File: src/rtl/popcount_swar_pkg.sv
`timescale 1ns/1ps
package popcount_swar_pkg;

  typedef enum int {
    K_ADD_PRE,   // mask both addends, then add
    K_SUB_PRE,   // subtract the masked, shifted word
    K_ADD_POST,  // add, then mask once
    K_ADD_RAW,   // add with no mask
    K_MUL        // multiply by byte-ones constant, keep top byte
  } stage_kind_e;

  // Repeating pattern: in every 2*sh-bit field, the low sh bits are 1.
  function automatic logic [63:0] half_mask(int sh);
    logic [63:0] m;
    for (int i = 0; i < 64; i++) m[i] = ((i % (2 * sh)) < sh);
    return m;
  endfunction

  // A 1 in the least significant bit of every byte.
  function automatic logic [63:0] byte_ones();
    logic [63:0] m;
    for (int i = 0; i < 64; i++) m[i] = ((i % 8) == 0);
    return m;
  endfunction

  function automatic stage_kind_e kind_of(int k, bit first_sub, bit use_mul);
    if (k == 1) return first_sub ? K_SUB_PRE : K_ADD_PRE;
    if (k == 2) return K_ADD_PRE;
    if (k == 3) return K_ADD_POST;
    return use_mul ? K_MUL : K_ADD_RAW;
  endfunction

  function automatic int shift_of(int k);
    if (k == 1) return 1;
    if (k == 2) return 2;
    if (k == 3) return 4;
    return 8 << (k - 4);
  endfunction

endpackage

File: src/rtl/popcount_swar_stage.sv
`timescale 1ns/1ps
module popcount_swar_stage
  import popcount_swar_pkg::*;
#(
  parameter int          W    = 64,
  parameter stage_kind_e KIND = K_ADD_RAW,
  parameter int          SH   = 8
) (
  input  logic [W-1:0] d,
  output logic [W-1:0] q
);

  generate
    if (KIND == K_MUL) begin : g_mul
      localparam logic [63:0] K64 = byte_ones();
      localparam logic [W-1:0] KW = K64[W-1:0];
      logic [W-1:0] prod;
      assign prod = d * KW;
      assign q    = prod >> (W - 8);
    end else if (KIND == K_ADD_RAW) begin : g_raw
      assign q = d + (d >> SH);
    end else begin : g_masked
      localparam logic [63:0] M64 = half_mask(SH);
      localparam logic [W-1:0] MW = M64[W-1:0];
      if (KIND == K_ADD_PRE) begin : g_pre
        assign q = (d & MW) + ((d >> SH) & MW);
      end else if (KIND == K_SUB_PRE) begin : g_sub
        assign q = d - ((d >> SH) & MW);
      end else begin : g_post
        assign q = (d + (d >> SH)) & MW;
      end
    end
  endgenerate

endmodule

File: src/rtl/popcount_swar_slot.sv
`timescale 1ns/1ps
module popcount_swar_slot #(
  parameter int W = 64
) (
  input  logic         clk,
  input  logic         rst_n,
  input  logic         en,
  input  logic         vin,
  input  logic [W-1:0] din,
  output logic         vout,
  output logic [W-1:0] dout
);

  always_ff @(posedge clk or negedge rst_n) begin
    if (!rst_n) begin
      vout <= 1'b0;
      dout <= '0;
    end else if (en) begin
      vout <= vin;
      dout <= din;
    end
  end

endmodule

File: src/rtl/popcount_swar.sv
`timescale 1ns/1ps
module popcount_swar
  import popcount_swar_pkg::*;
#(
  parameter int DATA_W    = 64,
  parameter bit PIPE      = 1'b1,
  parameter bit FIRST_SUB = 1'b0,
  parameter bit USE_MUL   = 1'b0,
  localparam int CNT_W    = $clog2(DATA_W) + 1
) (
  input  logic              clk,
  input  logic              rst_n,
  input  logic              in_valid,
  output logic              in_ready,
  input  logic [DATA_W-1:0] in_data,
  output logic              out_valid,
  input  logic              out_ready,
  output logic [CNT_W-1:0]  out_count
);

  localparam int LOG_W = $clog2(DATA_W);
  localparam int NSTG  = USE_MUL ? 4 : LOG_W;
  localparam int LAT   = 1 + (PIPE ? NSTG : 0);

  logic              adv;
  logic [DATA_W-1:0] sd [NSTG+1];
  logic              sv [NSTG+1];
  logic [DATA_W-1:0] cq [NSTG+1];

  // One shared advance condition stalls every register together.
  assign adv      = !out_valid || out_ready;
  assign in_ready = adv;
  assign cq[0]    = '0;

  popcount_swar_slot #(.W(DATA_W)) u_in (
    .clk(clk), .rst_n(rst_n), .en(adv),
    .vin(in_valid), .din(in_data),
    .vout(sv[0]), .dout(sd[0])
  );

  for (genvar k = 1; k <= NSTG; k++) begin : g_stg
    popcount_swar_stage #(
      .W(DATA_W),
      .KIND(kind_of(k, FIRST_SUB, USE_MUL)),
      .SH(shift_of(k))
    ) u_op (
      .d(sd[k-1]),
      .q(cq[k])
    );
    if (PIPE) begin : g_reg
      popcount_swar_slot #(.W(DATA_W)) u_reg (
        .clk(clk), .rst_n(rst_n), .en(adv),
        .vin(sv[k-1]), .din(cq[k]),
        .vout(sv[k]), .dout(sd[k])
      );
    end else begin : g_wire
      assign sv[k] = sv[k-1];
      assign sd[k] = cq[k];
    end
  end

  assign out_valid = sv[NSTG];
  assign out_count = CNT_W'(sd[NSTG] & DATA_W'(8'hff));

  // Kept for the bound checker.
  localparam int LAT_CYC = LAT;

endmodule

File: config.mk
export PLATFORM = sky130hd
export DESIGN_NAME = popcount_swar
export DESIGN_NICKNAME = d
export VERILOG_FILES = /design/src/rtl/popcount_swar_pkg.sv /design/src/rtl/popcount_swar_stage.sv /design/src/rtl/popcount_swar_slot.sv /design/src/rtl/popcount_swar.sv
export SDC_FILE = /design/constraint.sdc
export NUM_CORES = 1
export LEC_CHECK = 0
export BUFFER_PORTS_ARGS = -buffer_cell sky130_fd_sc_hd__buf_2
export CAP_MARGIN = 20
export CORE_MARGIN = 3
export CORE_UTILIZATION = 51
export CTS_CLUSTER_SIZE = 8
export DETAILED_ROUTE_END_ITERATION = 6
export PLACE_DENSITY_LB_ADDON = 0.1
export SKIP_CTS_REPAIR_TIMING = 1
export SLEW_MARGIN = 20
export SYNTH_ARGS = -nofsm -noshare
export SYNTH_HDL_FRONTEND = slang
export SYNTH_SLANG_ARGS = --single-unit
File: constraint.sdc
create_clock -name clk -period 1.8 [get_ports clk]
set_input_delay 0.09 -clock clk [delete_from_list [all_inputs] [get_ports clk]]
set_output_delay 0.09 -clock clk [all_outputs]
set_load 0.01 [all_outputs]
Word level (Yosys, flattened, before mapping)
Index checks and enable logic that the tools add are counted.
{"block": "op_classes", "reduce_logical": 2, "add_sub_neg": 6}
{"cell": "adder 63 x 63 -> 64 bit", "count": 1}
{"cell": "adder 62 x 62 -> 63 bit", "count": 1}
{"cell": "adder 60 x 59 -> 60 bit", "count": 1}
{"cell": "adder 52 x 52 -> 53 bit", "count": 1}
{"cell": "adder 39 bit", "count": 1}
{"cell": "adder 7 bit", "count": 1}
{"cell": "logical NOT 1 bit", "count": 1}
{"cell": "logical OR 1 bit", "count": 1}
{"block": "word_totals", "ff_bits": 331, "elab_cells": 22}

Longest topological paths before layout
Gate-level depths: netlist of run 1.
{"block": "depth", "depth_word": 2, "mapped_depth": 7}

Cells and area by module
From an unflattened synthesis of run 1, not the netlist that was laid out.
{"block": "hier_totals", "cells_unflattened": 2778, "area_unflattened_um2": 31312.5}
{"mod": "popcount_swar_slot", "cells_each": 137, "seq_area_each_um2": 1626.6, "area_each_um2": 2618.8, "n_inst": 7}
{"mod": "popcount_swar_stage at g_stg[4].u_op", "cells_each": 515, "seq_area_each_um2": 0.0, "area_each_um2": 3474.6, "n_inst": 1}
{"mod": "popcount_swar_stage at g_stg[5].u_op", "cells_each": 430, "seq_area_each_um2": 0.0, "area_each_um2": 3055.4, "n_inst": 1}
{"mod": "popcount_swar_stage at g_stg[3].u_op", "cells_each": 405, "seq_area_each_um2": 0.0, "area_each_um2": 2827.7, "n_inst": 1}
{"mod": "popcount_swar_stage at g_stg[6].u_op", "cells_each": 337, "seq_area_each_um2": 0.0, "area_each_um2": 2384.8, "n_inst": 1}
{"mod": "popcount_swar_stage at g_stg[2].u_op", "cells_each": 99, "seq_area_each_um2": 0.0, "area_each_um2": 832.0, "n_inst": 1}
{"mod": "popcount_swar_stage at g_stg[1].u_op", "cells_each": 32, "seq_area_each_um2": 0.0, "area_each_um2": 400.4, "n_inst": 1}
{"mod": "popcount_swar", "cells_each": 1, "seq_area_each_um2": 0.0, "area_each_um2": 6.3, "n_inst": 1}

Worst setup path before layout of run 1
No wires, ideal clock.
{"block": "synth_timing", "kind": "reg2reg", "from": "reg g_stg[4].g_reg.u_reg.dout[32]", "to": "reg g_stg[5].g_reg.u_reg.dout[36]", "t_required_ns": 1.665, "stages_incl_launch_ff": 7, "synth_period_minus_slack_ns": 1.643, "setup_ns": 0.135, "path_slack_ns": 0.157, "n_path_buf": 0, "t_arrival_ns": 1.508, "path_cell_list": "dfrtp_1 -> ha_1 -> fa_1 -> a21o_1 -> a21oi_1 -> xor2_1 -> o21ai_0"}
{"block": "synth_via", "elab_chain_len": 1}
{"element": "start, declared", "line_no": "popcount_swar_slot.sv:11", "text": "output logic [W-1:0] dout"}
{"element": "start signal, assigned", "line_no": "popcount_swar_slot.sv:20", "text": "dout <= din;"}
{"element": "adder 39 bit", "line_no": "popcount_swar_stage.sv:21", "text": "assign q = d + (d >> SH);"}
{"element": "end signal, assigned", "line_no": "popcount_swar_slot.sv:20"}
{"element": "end, declared", "line_no": "popcount_swar_slot.sv:11"}
Every way passes these cells.
A chain may end at the register's enable or synchronous reset.

Worst setup path in the final report of run 1
{"block": "layout_timing", "from": "reg g_stg[4].g_reg.u_reg.dout[0]", "to": "reg g_stg[5].g_reg.u_reg.dout[4]"}
The elaborated chain is that of the path after synthesis.

==> impl_metrics.prom, run 1 <==
# TYPE chip_impl_metric gauge
chip_impl_metric{name="ys_types",unit=""} 28
chip_impl_metric{name="clock.fmax",unit="MHz"} 580.9
chip_impl_metric{name="wirelength",unit="um"} 21390
chip_impl_info{name="worst_r2r_endpoint",value="g_stg[5].g_reg.u_reg.dout[4]$_DFFE_PN0P_"} 1
chip_impl_metric{name="cap_violations",unit=""} 0
chip_impl_metric{name="clk_latency",unit="ns"} 0.50
chip_impl_metric{name="finalCriticalPeriod",unit="ns"} 1.722
chip_impl_metric{name="register_bit_total_from_synthesis",unit=""} 254
chip_impl_info{name="worst_setup_path_start_kind",value="flip-flop"} 1
chip_impl_metric{name="synthesis.area_per_instance",unit="um2"} 9.571
chip_impl_info{name="min_delay_worst_endpoint",value="g_stg[5].g_reg.u_reg.dout[4]$_DFFE_PN0P_"} 1
chip_impl_metric{name="area_of_the_core",unit="um2"} 22920
chip_impl_metric{name="critPathRequiredTime",unit="ns"} 2.18
chip_impl_metric{name="synth.yosys.warnings",unit=""} 0
chip_impl_info{name="crit_end_element",value="flip-flop"} 1
chip_impl_metric{name="crit_path_max_incr_delay",unit="ns"} 0.38
chip_impl_info{name="start_to_end_type_of_the_worst_setup_path",value="reg -> reg"} 1
chip_impl_metric{name="power.share.sequential",unit="%"} 37.8
chip_impl_metric{name="avgRoutedWirePerCell",unit="um"} 12.44
chip_impl_info{name="cts_root_buffer",value="sky130_fd_sc_hd__clkbuf_16"} 1
chip_impl_metric{name="power_report.internal_total",unit="mW"} 16.50
chip_impl_metric{name="dp_hpwl",unit="um"} 12930
chip_impl_metric{name="remaining_overflow_grt",unit=""} 0
chip_impl_metric{name="area_growth",unit="%"} 20.43
chip_impl_metric{name="antennaDiodeCount",unit=""} 0
chip_impl_metric{name="buffer_ports.inserted",unit=""} 76
chip_impl_metric{name="layout_worst_path_cycle_share",unit="%"} 95.64
chip_impl_metric{name="sequential_fraction_of_the_synthesis_area",unit="%"} 52.75
chip_impl_metric{name="design.final.nets",unit=""} 1609
chip_impl_info{name="min_from",value="out_ready"} 1
chip_impl_metric{name="clock_sinks",unit=""} 254
chip_impl_info{name="status",value="finished clean"} 1
chip_impl_info{name="critical-path-slowest-cell",value="sky130_fd_sc_hd__dfrtp_1"} 1
chip_impl_metric{name="die-height",unit="um"} 159.7
chip_impl_metric{name="arrival",unit="ns"} 2.10
chip_impl_metric{name="combinationalPowerShare",unit="%"} 38.9
chip_impl_metric{name="drc",unit=""} 0
chip_impl_metric{name="vias",unit=""} 8327
chip_impl_metric{name="row_count",unit=""} 55
chip_impl_metric{name="power_leakage",unit="nW"} 7.471
chip_impl_metric{name="power.switching_fraction",unit="%"} 35.70
chip_impl_metric{name="num_io_pins",unit=""} 77
chip_impl_metric{name="crit_fanout",unit=""} 2
chip_impl_info{name="cts_tree",value="done"} 1
chip_impl_metric{name="cts-htree-levels",unit=""} 2
chip_impl_metric{name="place_inst",unit=""} 1607
chip_impl_metric{name="power_density",unit="nW/um2"} 1768
chip_impl_metric{name="number_of_antenna_violations_at_the_first_check_in_global_routing",unit=""} 0
chip_impl_metric{name="floorplan.die_area",unit="um2"} 25510
chip_impl_metric{name="placement.cell_area",unit="um2"} 12790
chip_impl_metric{name="fraction_of_layout_instances_using_a_drive_strength_above_1",unit="%"} 10.38
chip_impl_metric{name="number_of_buffers_inserted_during_clock_tree_synthesis",unit=""} 37
chip_impl_metric{name="final-setup-viol-count",unit=""} 0
chip_impl_metric{name="worst_vdd_ir",unit="mV"} 0.8732
chip_impl_metric{name="final_std_cells_w_o_fill",unit=""} 1720
chip_impl_metric{name="design_area",unit="um2"} 14510
chip_impl_metric{name="maximum_number_of_pins_on_one_net_before_global_route_repair",unit=""} 90
chip_impl_info{name="ordered_cell_list_for_the_critical_path",value="ha_1 -> inv_2 -> fa_2 -> nor2b_1 -> o21a_1 -> or3_1 -> a31o_1"} 1
chip_impl_metric{name="worst-r2r-cell-count",unit=""} 7
chip_impl_metric{name="clkTransAtPathRegs",unit="ns"} 0.05
chip_impl_metric{name="slew_viol_final",unit=""} 0
chip_impl_metric{name="gp_congestion",unit=""} 0.7664
chip_impl_info{name="hp-class",value="in -> reg"} 1
chip_impl_metric{name="vias_per_cell",unit=""} 4.841
chip_impl_metric{name="start_util",unit="%"} 52.59
chip_impl_metric{name="p_clk_share",unit="%"} 23.3
chip_impl_metric{name="ctsLongestPathBuffers",unit=""} 3
chip_impl_metric{name="worst_hold_path_cells",unit=""} 4
chip_impl_metric{name="total_switching_power",unit="mW"} 9.160
chip_impl_metric{name="number_of_endpoints_with_negative_hold_slack_in_the_final_report",unit=""} 0
chip_impl_metric{name="first_global_vias",unit=""} 8058
chip_impl_metric{name="worst_pin_slew",unit="ns"} 0.4190
chip_impl_metric{name="drt_first_pass_iters",unit=""} 4
chip_impl_metric{name="detailedRoute.firstIterationViolations",unit=""} 428
chip_impl_metric{name="mappedNetlistArea",unit="um2"} 12050
chip_impl_metric{name="antenna_left",unit=""} 0
chip_impl_metric{name="max_slew_margin",unit="%"} 72.06
chip_impl_info{name="mostFrequentLayoutCells",value="448 x sky130_fd_sc_hd__nand2_1, 254 x sky130_fd_sc_hd__dfrtp_1, 103 x sky130_fd_sc_hd__ha_1, 87 x sky130_fd_sc_hd__a21oi_1, 83 x sky130_fd_sc_hd__inv_1"} 1
chip_impl_metric{name="core_utilization_of_the_finished_layout",unit="%"} 63.33
chip_impl_info{name="layout.cells.most_common",value="sky130_fd_sc_hd__nand2_1"} 1
chip_impl_metric{name="chipWidth",unit="um"} 159.7
chip_impl_metric{name="synth_nets",unit=""} 1462
chip_impl_metric{name="grt_first_pass_wirelength",unit="um"} 36880
chip_impl_metric{name="r2r_slack",unit="ns"} 0.08
chip_impl_metric{name="groute.usage.overall",unit="%"} 16.78
chip_impl_metric{name="syn_inst",unit=""} 1259
chip_impl_metric{name="timing.clock.skew",unit="ns"} 0.009659
chip_impl_info{name="r2r-start",value="g_stg[4].g_reg.u_reg.dout[0]$_DFFE_PN0P_"} 1
==> metal layers <==
metal | share of wire [%] | GRT usage (%)
met2 | 46 | 27.23
met1 | 49 | 23.40
met3 | 2.9 | 2.853
met4 | 1.7 | 5.014
met5 | 0 | 0
==> synthesized netlist by cell type <==
cell type                  instances  area share, %
sky130_fd_sc_hd__a211oi_1          4           0.25
sky130_fd_sc_hd__a21o_1           19            1.2
sky130_fd_sc_hd__a21oi_1          88            3.7
sky130_fd_sc_hd__a22o_1            2           0.15
sky130_fd_sc_hd__a31o_1            1          0.073
sky130_fd_sc_hd__and2_1            2           0.10
sky130_fd_sc_hd__and2_2            1          0.062
sky130_fd_sc_hd__buf_2            51            2.1
sky130_fd_sc_hd__buf_4             1          0.062
sky130_fd_sc_hd__clkbuf_1          4           0.12
sky130_fd_sc_hd__dfrtp_1         254             53
sky130_fd_sc_hd__fa_1             31            5.2
sky130_fd_sc_hd__ha_1            104             11
sky130_fd_sc_hd__inv_1            84            2.6
sky130_fd_sc_hd__inv_4             1          0.052
sky130_fd_sc_hd__nand2_1         448             14
sky130_fd_sc_hd__nand2b_1          1          0.052
sky130_fd_sc_hd__nor2_1           77            2.4
sky130_fd_sc_hd__nor2b_1           5           0.26
sky130_fd_sc_hd__o211ai_1          1          0.062
sky130_fd_sc_hd__o21a_1            2           0.12
sky130_fd_sc_hd__o21ai_0          47            2.0
sky130_fd_sc_hd__o21ai_1           5           0.21
sky130_fd_sc_hd__o31a_1            1          0.073
sky130_fd_sc_hd__o31ai_1           2           0.12
sky130_fd_sc_hd__or3_1             1          0.052
sky130_fd_sc_hd__xnor2_1           4           0.29
sky130_fd_sc_hd__xor2_1           18            1.3
==> layout make-up <==
class / instances / area, um2
multi-input combinational: 864 / 5114
tap: 313 / 391.6
fill: 1928 / 8403
timing repair inverter: 2 / 17.52
clock inverter: 1 / 16.27
sequential: 254 / 6356
inverter: 85 / 331.6
clock buffer: 39 / 964.7
timing repair buffer: 162 / 1321
==> stage by stage <==
step / hold WS [ns] / worst slack (ns) / total power, mW / setup TNS, ns
after floorplan: -0.2056 / 0.1569 / 17.09 / 0
after global placement: 0.004340 / 0.08709 / 19.19 / 0
after detailed placement: 0.004242 / 0.07170 / 19.56 / 0
after CTS: -0.5240 / -0.1103 / 25.80 / -0.1103
after global routing: 0.07259 / -0.0001995 / 28.29 / -0.0001995
final: 0.06681 / 0.07848 / 25.66 / 0
==> critical path, delay by kind of cell (launching register included) <==
family / cells / cell delay, ns
flip-flops: 1 / 0.38
AND/OR/NAND/NOR: 2 / 0.36
AO/OA/AOI/OAI: 2 / 0.39
buffers and inverters: 1 / 0.06
adder cells (fa/ha/maj): 2 / 0.42
==> state kept, by name, indices dropped and copies added (netlist names) <==
register,flops
g_stg.g_reg.u_reg.dout,183
g_stg.g_reg.u_reg.vout,6
u_in.vout,1
u_in.dout,64
==> power groups by stage <==
stage          Combinational (mW)  Clock [mW]  Sequential [mW]
2_1_floorplan                7.66           0             9.42
3_3_place_gp                 9.49           0             9.70
3_5_place_dp                 9.78           0             9.79
4_1_cts                      9.90        6.17             9.73
5_1_grt                      11.8        6.41             10.0
6_report                     9.98        5.97             9.71
==> cells by family (layout without fill, tap and decap cells) <==
group           Yosys count  in the layout  share of synthesized area [%]
compound gates          172            172                          7.850
buf+inv                 141            289                          4.973
flops                   254            254                          52.75
simple gates            535            535                          16.88
xor+xnor                 22             22                          1.599
fa+ha+maj               135            135                          15.95
==> worst max-delay path by stage <==
stage                                                         start  slack (ns)  cells after the start                                        end
final                      g_stg[4].g_reg.u_reg.dout[0]$_DFFE_PN0P_        0.08                      7   g_stg[5].g_reg.u_reg.dout[4]$_DFFE_PN0P_
after detailed placement  g_stg[4].g_reg.u_reg.dout[32]$_DFFE_PN0P_        0.07                      6  g_stg[5].g_reg.u_reg.dout[36]$_DFFE_PN0P_
after floorplan           g_stg[4].g_reg.u_reg.dout[32]$_DFFE_PN0P_        0.16                      6  g_stg[5].g_reg.u_reg.dout[36]$_DFFE_PN0P_
after global routing          g_stg[6].g_reg.u_reg.vout$_DFFE_PN0P_     -0.0002                      4                                   in_ready
after CTS                     g_stg[6].g_reg.u_reg.vout$_DFFE_PN0P_       -0.11                      4                                   in_ready
after global placement    g_stg[4].g_reg.u_reg.dout[32]$_DFFE_PN0P_        0.09                      6  g_stg[5].g_reg.u_reg.dout[36]$_DFFE_PN0P_
Power figures use the tool's default switching activity.
==> run 2: changes to the inputs <==
--- a/config.mk
+++ b/config.mk
@@ -5,12 +5,14 @@
 export SDC_FILE = /design/constraint.sdc
 export NUM_CORES = 1
 export LEC_CHECK = 0
+export ABC_AREA = 1
 export BUFFER_PORTS_ARGS = -buffer_cell sky130_fd_sc_hd__buf_2
 export CAP_MARGIN = 20
 export CORE_MARGIN = 3
 export CORE_UTILIZATION = 51
-export CTS_CLUSTER_SIZE = 8
+export CTS_CLUSTER_SIZE = 10
 export DETAILED_ROUTE_END_ITERATION = 6
+export HOLD_SLACK_MARGIN = 0.08
 export PLACE_DENSITY_LB_ADDON = 0.1
 export SKIP_CTS_REPAIR_TIMING = 1
 export SLEW_MARGIN = 20
==> run 2 against run 1 <==
Compared with the run above:
- via count up 2.0%
- sequential share of layout area up 0.14 points
- clock power down 13%
- total power down 7.8%
- final cell count up 3.3%
- hold slack better by 0.013 ns
- combinational power down 11%
- utilization down 0.39 points
==> impl_metrics.prom, run 2 <==
# TYPE chip_impl_metric gauge
chip_impl_metric{name="final_std_cells_w_o_fill",unit=""} 1777
chip_impl_metric{name="sequential_fraction_of_the_synthesis_area",unit="%"} 52.41
chip_impl_metric{name="groute.usage.overall",unit="%"} 17.08
chip_impl_metric{name="place_inst",unit=""} 1662
chip_impl_metric{name="max_slew_margin",unit="%"} 71.29
chip_impl_metric{name="drt_first_pass_iters",unit=""} 4
chip_impl_metric{name="final-setup-viol-count",unit=""} 0
chip_impl_metric{name="vias_per_cell",unit=""} 4.781
chip_impl_metric{name="fraction_of_layout_instances_using_a_drive_strength_above_1",unit="%"} 9.153
chip_impl_info{name="hp-class",value="in -> async"} 1
chip_impl_metric{name="number_of_endpoints_with_negative_hold_slack_in_the_final_report",unit=""} 0
chip_impl_info{name="critical-path-slowest-cell",value="sky130_fd_sc_hd__dlygate4sd3_1"} 1
chip_impl_metric{name="first_global_vias",unit=""} 8388
chip_impl_metric{name="remaining_overflow_grt",unit=""} 0
chip_impl_metric{name="synthesis.area_per_instance",unit="um2"} 9.244
chip_impl_info{name="yosys.cell_count.top_type",value="sky130_fd_sc_hd__nand2_1"} 1
chip_impl_metric{name="grt_first_pass_wirelength",unit="um"} 38300
chip_impl_metric{name="layout_worst_path_cycle_share",unit="%"} 92.36
chip_impl_metric{name="cap_violations",unit=""} 0
chip_impl_metric{name="fin_hold_ws",unit="ns"} 0.08027
chip_impl_metric{name="detailedRoute.firstIterationViolations",unit=""} 438
chip_impl_metric{name="crit_path_max_incr_delay",unit="ns"} 0.55
chip_impl_metric{name="chipWidth",unit="um"} 160.2
chip_impl_metric{name="avgRoutedWirePerCell",unit="um"} 12.43
chip_impl_metric{name="cts-htree-levels",unit=""} 1
chip_impl_metric{name="gp_congestion",unit=""} 0.8245
chip_impl_info{name="mostFrequentLayoutCells",value="540 x sky130_fd_sc_hd__nand2_1, 254 x sky130_fd_sc_hd__dfrtp_1, 106 x sky130_fd_sc_hd__inv_1, 104 x sky130_fd_sc_hd__ha_1, 85 x sky130_fd_sc_hd__o21ai_0"} 1
chip_impl_info{name="worst_setup_path_start_kind",value="flip-flop"} 1
chip_impl_metric{name="maximum_number_of_pins_on_one_net_before_global_route_repair",unit=""} 101
chip_impl_metric{name="crit_fanout",unit=""} 36
chip_impl_metric{name="finalPower",unit="mW"} 23.65
chip_impl_metric{name="synth.yosys.warnings",unit=""} 0
chip_impl_info{name="synth.top_cells.by_area",value="sky130_fd_sc_hd__dfrtp_1 52%, sky130_fd_sc_hd__nand2_1 17%, sky130_fd_sc_hd__ha_1 11%"} 1
chip_impl_info{name="status",value="finished clean"} 1
chip_impl_metric{name="timing.clock.skew",unit="ns"} 0.009988
chip_impl_metric{name="mappedNetlistArea",unit="um2"} 12130
chip_impl_info{name="crit_end_element",value="flip-flop"} 1
chip_impl_metric{name="die-height",unit="um"} 160.2
chip_impl_metric{name="finalCriticalPeriod",unit="ns"} 1.662
chip_impl_info{name="cpMostUsedCell",value="sky130_fd_sc_hd__nand2_1"} 1
chip_impl_metric{name="clkTransAtPathRegs",unit="ns"} 0.05
chip_impl_metric{name="ctsLongestPathBuffers",unit=""} 3
chip_impl_metric{name="synth.top_cell.area_share",unit="%"} 52.41
chip_impl_metric{name="dp_hpwl",unit="um"} 13240
chip_impl_metric{name="wirelength",unit="um"} 22080
chip_impl_metric{name="slew_viol_final",unit=""} 0
chip_impl_metric{name="power_density",unit="nW/um2"} 1635
chip_impl_metric{name="ys_types",unit=""} 20
chip_impl_metric{name="drc",unit=""} 0
chip_impl_info{name="layout.cells.most_common",value="sky130_fd_sc_hd__nand2_1"} 1
chip_impl_info{name="cts_root_buffer",value="sky130_fd_sc_hd__clkbuf_16"} 1
chip_impl_metric{name="clock.fmax",unit="MHz"} 601.5
chip_impl_info{name="synth_top_flop_cell",value="sky130_fd_sc_hd__dfrtp_1"} 1
chip_impl_metric{name="num_io_pins",unit=""} 77
chip_impl_info{name="largest-register",value="g_stg.g_reg.u_reg.dout"} 1
chip_impl_metric{name="clock_sinks",unit=""} 254
chip_impl_metric{name="register_bit_total_from_synthesis",unit=""} 254
chip_impl_info{name="rsz0062_at_grt",value="no"} 1
chip_impl_metric{name="area_growth",unit="%"} 19.29
chip_impl_metric{name="design.final.nets",unit=""} 1659
chip_impl_metric{name="antenna_left",unit=""} 0
chip_impl_metric{name="start_util",unit="%"} 52.77
chip_impl_metric{name="worst_vdd_ir",unit="mV"} 0.7665
chip_impl_info{name="ordered_cell_list_for_the_critical_path",value="inv_1 -> nor2_4 -> clkinv_8 -> nand2_1 -> dlygate4sd3_1 -> nand2_1"} 1
chip_impl_metric{name="synth_nets",unit=""} 1515
chip_impl_metric{name="async_set_reset_flop_share_out_of_synthesis",unit="%"} 100.0
chip_impl_metric{name="arrival",unit="ns"} 2.09
chip_impl_info{name="start_to_end_type_of_the_worst_setup_path",value="reg -> reg"} 1
chip_impl_metric{name="antennaDiodeCount",unit=""} 0
chip_impl_info{name="cts_tree",value="done"} 1
chip_impl_metric{name="synth_edf_count",unit=""} 0
chip_impl_info{name="post-synth-top-area-cell",value="sky130_fd_sc_hd__dfrtp_1"} 1
chip_impl_metric{name="number_of_antenna_violations_at_the_first_check_in_global_routing",unit=""} 0
chip_impl_info{name="yosys-top-cells-count",value="540 x sky130_fd_sc_hd__nand2_1, 254 x sky130_fd_sc_hd__dfrtp_1, 106 x sky130_fd_sc_hd__inv_1"} 1
chip_impl_metric{name="worst_pin_slew",unit="ns"} 0.4307
chip_impl_metric{name="largest_reg_flops",unit=""} 183
chip_impl_metric{name="row_count",unit=""} 55
chip_impl_metric{name="power_leakage",unit="nW"} 7.495
chip_impl_metric{name="number_of_buffers_inserted_during_clock_tree_synthesis",unit=""} 30
chip_impl_metric{name="critPathRequiredTime",unit="ns"} 2.23
chip_impl_metric{name="buffer_ports.inserted",unit=""} 76
chip_impl_metric{name="final.setup.tns",unit="ns"} 0
chip_impl_metric{name="floorplan.die_area",unit="um2"} 25670
chip_impl_metric{name="area_of_the_core",unit="um2"} 22980
chip_impl_metric{name="clk_latency",unit="ns"} 0.55
chip_impl_metric{name="vias",unit=""} 8495
chip_impl_metric{name="syn_inst",unit=""} 1312
chip_impl_info{name="layout_top_registers",value="g_stg.g_reg.u_reg.dout (183), u_in.dout (64), g_stg.g_reg.u_reg.vout (6)"} 1
[run 2: cells by family after synthesis]
family	Yosys count	share of synthesized area [%]
DFF	254	52.41
and+or+nand+nor	601	19.07
xor gates and xnor gates	9	0.6500
adders and majority gates	135	15.85
AOI/OAI and AO/OA	151	6.510
buffers and inverters	162	5.519
[run 2: cell type report]
type,instances,area [um2]
Fill cell,2058,8517
Sequential cell,254,6356
Multi-Input combinational cell,896,5102
Timing Repair Buffer,165,1371
Clock buffer,36,783.3
Inverter,107,414.1
Tap cell,313,391.6
Clock inverter,4,31.28
Timing Repair inverter,2,17.52
[run 2: path summary, 6_finish.rpt]
path / from / slack, ns / endpoint / depth (start not counted)
setup / recovery: g_stg[6].g_reg.u_reg.vout$_DFFE_PN0P_ / 0.14 / u_in.dout[20]$_DFFE_PN0P_ / 6
hold / removal: rst_n / 0.08 / u_in.dout[6]$_DFFE_PN0P_ / 2
setup reg to reg: g_stg[6].g_reg.u_reg.vout$_DFFE_PN0P_ / 0.14 / u_in.dout[20]$_DFFE_PN0P_ / 6
min in group clk: in_data[50] / 0.27 / u_in.dout[50]$_DFFE_PN0P_ / 4
max in group asynchronous: rst_n / 1.05 / u_in.dout[49]$_DFFE_PN0P_ / 3
hold reg to reg: g_stg[5].g_reg.u_reg.vout$_DFFE_PN0P_ / 0.46 / g_stg[6].g_reg.u_reg.vout$_DFFE_PN0P_ / 2
[run 2: report_power, final]
| part | switching, mW | internal (mW) | leakage (nW) |
|---|---|---|---|
| clock | 2.16 | 3.01 | 0.401 |
| sequential | 1.42 | 8.19 | 3.14 |
| combinational | 5.17 | 3.70 | 3.95 |
| total | 8.75 | 14.9 | 7.50 |
[run 2: per-stage QoR]
step / util (%) / instance area (um2) / worst slack, ns
CTS: 59.64 / 13710 / -0.2800
global placement: 56.09 / 12890 / 0.2941
global route: 62.94 / 14470 / 0.01171
floorplan: - / 12130 / 0.3551
finish: 62.94 / 14470 / 0.1376
detailed placement: 56.09 / 12890 / 0.2528
[run 2: metal layers]
| metal | part of all wire (%) | routed length (um) | track usage, % |
|---|---|---|---|
| met1 | 50 | 10970 | 24.12 |
| met2 | 46 | 10070 | 28.23 |
| met4 | 2.3 | 511 | 4.024 |
| met5 | 0 | 0 | 0 |
| met3 | 2.4 | 524 | 2.412 |
[run 2: critical path, delay by kind of cell (launching register included)]
family	cells	cell delay [ns]
buf+inv	3	0.82
simple gates	3	0.37
flops	1	0.34
==> run 3: changes to the inputs <==
--- a/config.mk
+++ b/config.mk
@@ -6,12 +6,12 @@
 export NUM_CORES = 1
 export LEC_CHECK = 0
 export ABC_AREA = 1
-export BUFFER_PORTS_ARGS = -buffer_cell sky130_fd_sc_hd__buf_2
 export CAP_MARGIN = 20
 export CORE_MARGIN = 3
 export CORE_UTILIZATION = 51
 export CTS_CLUSTER_SIZE = 10
 export DETAILED_ROUTE_END_ITERATION = 6
+export DONT_BUFFER_PORTS = 1
 export HOLD_SLACK_MARGIN = 0.08
 export PLACE_DENSITY_LB_ADDON = 0.1
 export SKIP_CTS_REPAIR_TIMING = 1
==> run 3 against run 2 <==
Compared with the run above:
- the flow now finishes with violations (hold timing)
- utilization is 2.3 points lower
- via count shrank 3.5%
- critical path depth shrank 2
- global-route usage decreased by 0.95 points
- clock skew down 0.0055 ns
- maximum frequency fell by 2.1%
- hold slack got worse by 0.83 ns
- final cell count decreased by 4.8%
- largest cell class unchanged
- highest routed layer unchanged
==> impl_metrics.prom, run 3 (synthesized netlist as in run 2, its figures left out) <==
# TYPE chip_impl_metric gauge
chip_impl_info{name="status",value="complete, but fails checks"} 1
chip_impl_info{name="violations",value="hold timing"} 1
chip_impl_info{name="globalRoute.busiestLayer",value="met2"} 1
chip_impl_metric{name="buffer_ports.inserted",unit=""} 0
chip_impl_info{name="ordered_cell_list_for_the_critical_path",value="inv_1 -> nor2_4 -> clkinv_8 -> buf_12"} 1
chip_impl_metric{name="ctsLongestPathBuffers",unit=""} 3
chip_impl_metric{name="grt_first_pass_wirelength",unit="um"} 36160
chip_impl_metric{name="die-height",unit="um"} 160.2
chip_impl_metric{name="layout_worst_path_cycle_share",unit="%"} 94.31
chip_impl_metric{name="timing.clock.skew",unit="ns"} 0.004516
chip_impl_info{name="setup.worst_path.end",value="in_ready"} 1
chip_impl_metric{name="setup_ws",unit="ns"} 0.1024
chip_impl_metric{name="gp_congestion",unit=""} 0.7743
chip_impl_info{name="layout_top_registers",value="g_stg.g_reg.u_reg.dout (183), u_in.dout (64), g_stg.g_reg.u_reg.vout (6)"} 1
chip_impl_metric{name="detailedRoute.firstIterationViolations",unit=""} 486
chip_impl_metric{name="cp.buffers_inverters",unit=""} 3
chip_impl_metric{name="clk_latency",unit="ns"} 0.53
chip_impl_metric{name="chipWidth",unit="um"} 160.2
chip_impl_metric{name="final_std_cells_w_o_fill",unit=""} 1692
chip_impl_info{name="start_to_end_type_of_the_worst_setup_path",value="reg -> out"} 1
chip_impl_metric{name="wirelength",unit="um"} 20640
chip_impl_metric{name="antenna_left",unit=""} 0
chip_impl_metric{name="row_count",unit=""} 55
chip_impl_metric{name="clock.fmax",unit="MHz"} 589.1
chip_impl_metric{name="remaining_overflow_grt",unit=""} 0
chip_impl_metric{name="maximum_number_of_pins_on_one_net_before_global_route_repair",unit=""} 255
chip_impl_info{name="worst_r2r_endpoint",value="g_stg[3].g_reg.u_reg.dout[27]$_DFFE_PN0P_"} 1
chip_impl_metric{name="worst_pin_slew",unit="ns"} 0.5026
chip_impl_metric{name="number_of_antenna_violations_at_the_first_check_in_global_routing",unit=""} 0
chip_impl_metric{name="globalRouteMet3Util",unit="%"} 2.905
chip_impl_metric{name="number_of_endpoints_with_negative_hold_slack_in_the_final_report",unit=""} 254
chip_impl_metric{name="final-setup-viol-count",unit=""} 0
chip_impl_metric{name="arrival",unit="ns"} 1.61
chip_impl_metric{name="drt_first_pass_iters",unit=""} 5
chip_impl_metric{name="antennaDiodeCount",unit=""} 0
chip_impl_metric{name="grt_util_met2",unit="%"} 26.26
chip_impl_metric{name="drc",unit=""} 0
chip_impl_metric{name="place_inst",unit=""} 1582
chip_impl_metric{name="crit_path_max_incr_delay",unit="ns"} 0.39
chip_impl_metric{name="fraction_of_layout_instances_using_a_drive_strength_above_1",unit="%"} 4.061
chip_impl_info{name="r2r-start",value="g_stg[6].g_reg.u_reg.vout$_DFFE_PN0P_"} 1
chip_impl_info{name="crit_start",value="g_stg[6].g_reg.u_reg.vout$_DFFE_PN0P_"} 1
chip_impl_info{name="worst_setup_path_start_kind",value="flip-flop"} 1
chip_impl_metric{name="floorplan.die_area",unit="um2"} 25670
chip_impl_metric{name="r2r_slack",unit="ns"} 0.16
chip_impl_metric{name="crit_fanout",unit=""} 31
chip_impl_metric{name="max_slew_margin",unit="%"} 66.49
chip_impl_info{name="critical-path-slowest-cell",value="sky130_fd_sc_hd__dfrtp_1"} 1
chip_impl_metric{name="groute.usage.overall",unit="%"} 16.13
chip_impl_metric{name="design.final.nets",unit=""} 1578
chip_impl_metric{name="first_global_vias",unit=""} 7986
chip_impl_metric{name="number_of_buffers_inserted_during_clock_tree_synthesis",unit=""} 29
chip_impl_info{name="critical_path.top_delay_family",value="buffers and inverters"} 1
chip_impl_metric{name="vias",unit=""} 8197
chip_impl_info{name="mostFrequentLayoutCells",value="540 x sky130_fd_sc_hd__nand2_1, 254 x sky130_fd_sc_hd__dfrtp_1, 106 x sky130_fd_sc_hd__inv_1, 104 x sky130_fd_sc_hd__ha_1, 85 x sky130_fd_sc_hd__o21ai_0"} 1
chip_impl_info{name="largest-register",value="g_stg.g_reg.u_reg.dout"} 1
chip_impl_metric{name="clkTransAtPathRegs",unit="ns"} 0.05
chip_impl_metric{name="finalPower",unit="mW"} 23.16
chip_impl_info{name="crit_end_element",value="output pin"} 1
chip_impl_metric{name="placement.cell_area",unit="um2"} 12450
chip_impl_metric{name="start_util",unit="%"} 52.77
chip_impl_metric{name="worstSetupPathDepth",unit=""} 4
chip_impl_metric{name="largest_reg_flops",unit=""} 183
chip_impl_metric{name="grtUsageMet1",unit="%"} 22.81
chip_impl_metric{name="finalCriticalPeriod",unit="ns"} 1.698
chip_impl_info{name="cts_tree",value="done"} 1
chip_impl_metric{name="detailedPlace.worstSlack",unit="ns"} 0.2604
chip_impl_info{name="rsz0062_at_grt",value="no"} 1
chip_impl_metric{name="area_of_the_core",unit="um2"} 22980
chip_impl_metric{name="area_growth",unit="%"} 15.01
chip_impl_metric{name="vias_per_cell",unit=""} 4.845
chip_impl_metric{name="design_area",unit="um2"} 13950
chip_impl_metric{name="worst-r2r-cell-count",unit=""} 6
chip_impl_info{name="layout.cells.most_common",value="sky130_fd_sc_hd__nand2_1"} 1
chip_impl_metric{name="avgRoutedWirePerCell",unit="um"} 12.20
chip_impl_metric{name="num_io_pins",unit=""} 77
chip_impl_metric{name="cap_violations",unit=""} 0
chip_impl_metric{name="final.setup.tns",unit="ns"} 0
chip_impl_metric{name="power_density",unit="nW/um2"} 1660
chip_impl_info{name="hp-class",value="in -> async"} 1
chip_impl_metric{name="critPathRequiredTime",unit="ns"} 1.71
chip_impl_info{name="cts_root_buffer",value="sky130_fd_sc_hd__clkbuf_16"} 1
chip_impl_metric{name="fin_hold_ws",unit="ns"} -0.7459
chip_impl_metric{name="slew_viol_final",unit=""} 0
chip_impl_metric{name="cts-htree-levels",unit=""} 1
chip_impl_metric{name="dp_hpwl",unit="um"} 12150
chip_impl_metric{name="worst_vdd_ir",unit="mV"} 0.8163
chip_impl_metric{name="power_leakage",unit="nW"} 7.141
chip_impl_metric{name="core_utilization_of_the_finished_layout",unit="%"} 60.69
chip_impl_metric{name="clock_sinks",unit=""} 254
-- run 3: changes by cell type in the layout (fill, tap and decap cells not counted) --
cell                            before  now
sky130_fd_sc_hd__buf_2              75    0
sky130_fd_sc_hd__dlygate4sd3_1      72   66
sky130_fd_sc_hd__buf_4               7   11
sky130_fd_sc_hd__clkinv_2            3    0
sky130_fd_sc_hd__buf_12              9    8
sky130_fd_sc_hd__buf_16              1    0
sky130_fd_sc_hd__buf_8               1    0
sky130_fd_sc_hd__clkbuf_1            5    4
sky130_fd_sc_hd__clkbuf_16          30   29
sky130_fd_sc_hd__clkinv_8            2    1
sky130_fd_sc_hd__inv_6               2    3
-- run 3: worst min path at each step --
stage | endpoint | slack [ns] | cells past startpoint
2_1_floorplan | g_stg[1].g_reg.u_reg.dout[0]$_DFFE_PN0P_ | -0.21 | 0
3_3_place_gp | u_in.dout[6]$_DFFE_PN0P_ | -0.20 | 0
3_5_place_dp | u_in.dout[6]$_DFFE_PN0P_ | -0.20 | 0
4_1_cts | u_in.dout[6]$_DFFE_PN0P_ | -0.77 | 0
5_1_grt | u_in.dout[6]$_DFFE_PN0P_ | -0.78 | 0
6_report | u_in.dout[6]$_DFFE_PN0P_ | -0.75 | 0
-- run 3: final cells by class --
type	count	area (um2)
Clock buffer	34	754.5
Timing Repair Buffer	85	903.4
Fill cell	1984	9036
Inverter	107	414.1
Timing Repair inverter	2	17.52
Sequential cell	254	6356
Multi-Input combinational cell	896	5102
Clock inverter	1	8.758
Tap cell	313	391.6
-- run 3: where the power goes --
part           switching [mW]  internal [mW]  total [mW]  leakage, nW
Sequential               1.45           8.19        9.64         3.14
Combinational            4.94           3.62        8.56         3.63
Clock                    2.07           2.89        4.96        0.374
Total                    8.46           14.7        23.2         7.14
-- run 3: per-layer routing --
layer,vias to the layer above,wire (um)
li1,4258,-
met1,3814,10550
met2,92,9060
met3,33,655
met4,0,373
met5,-,0
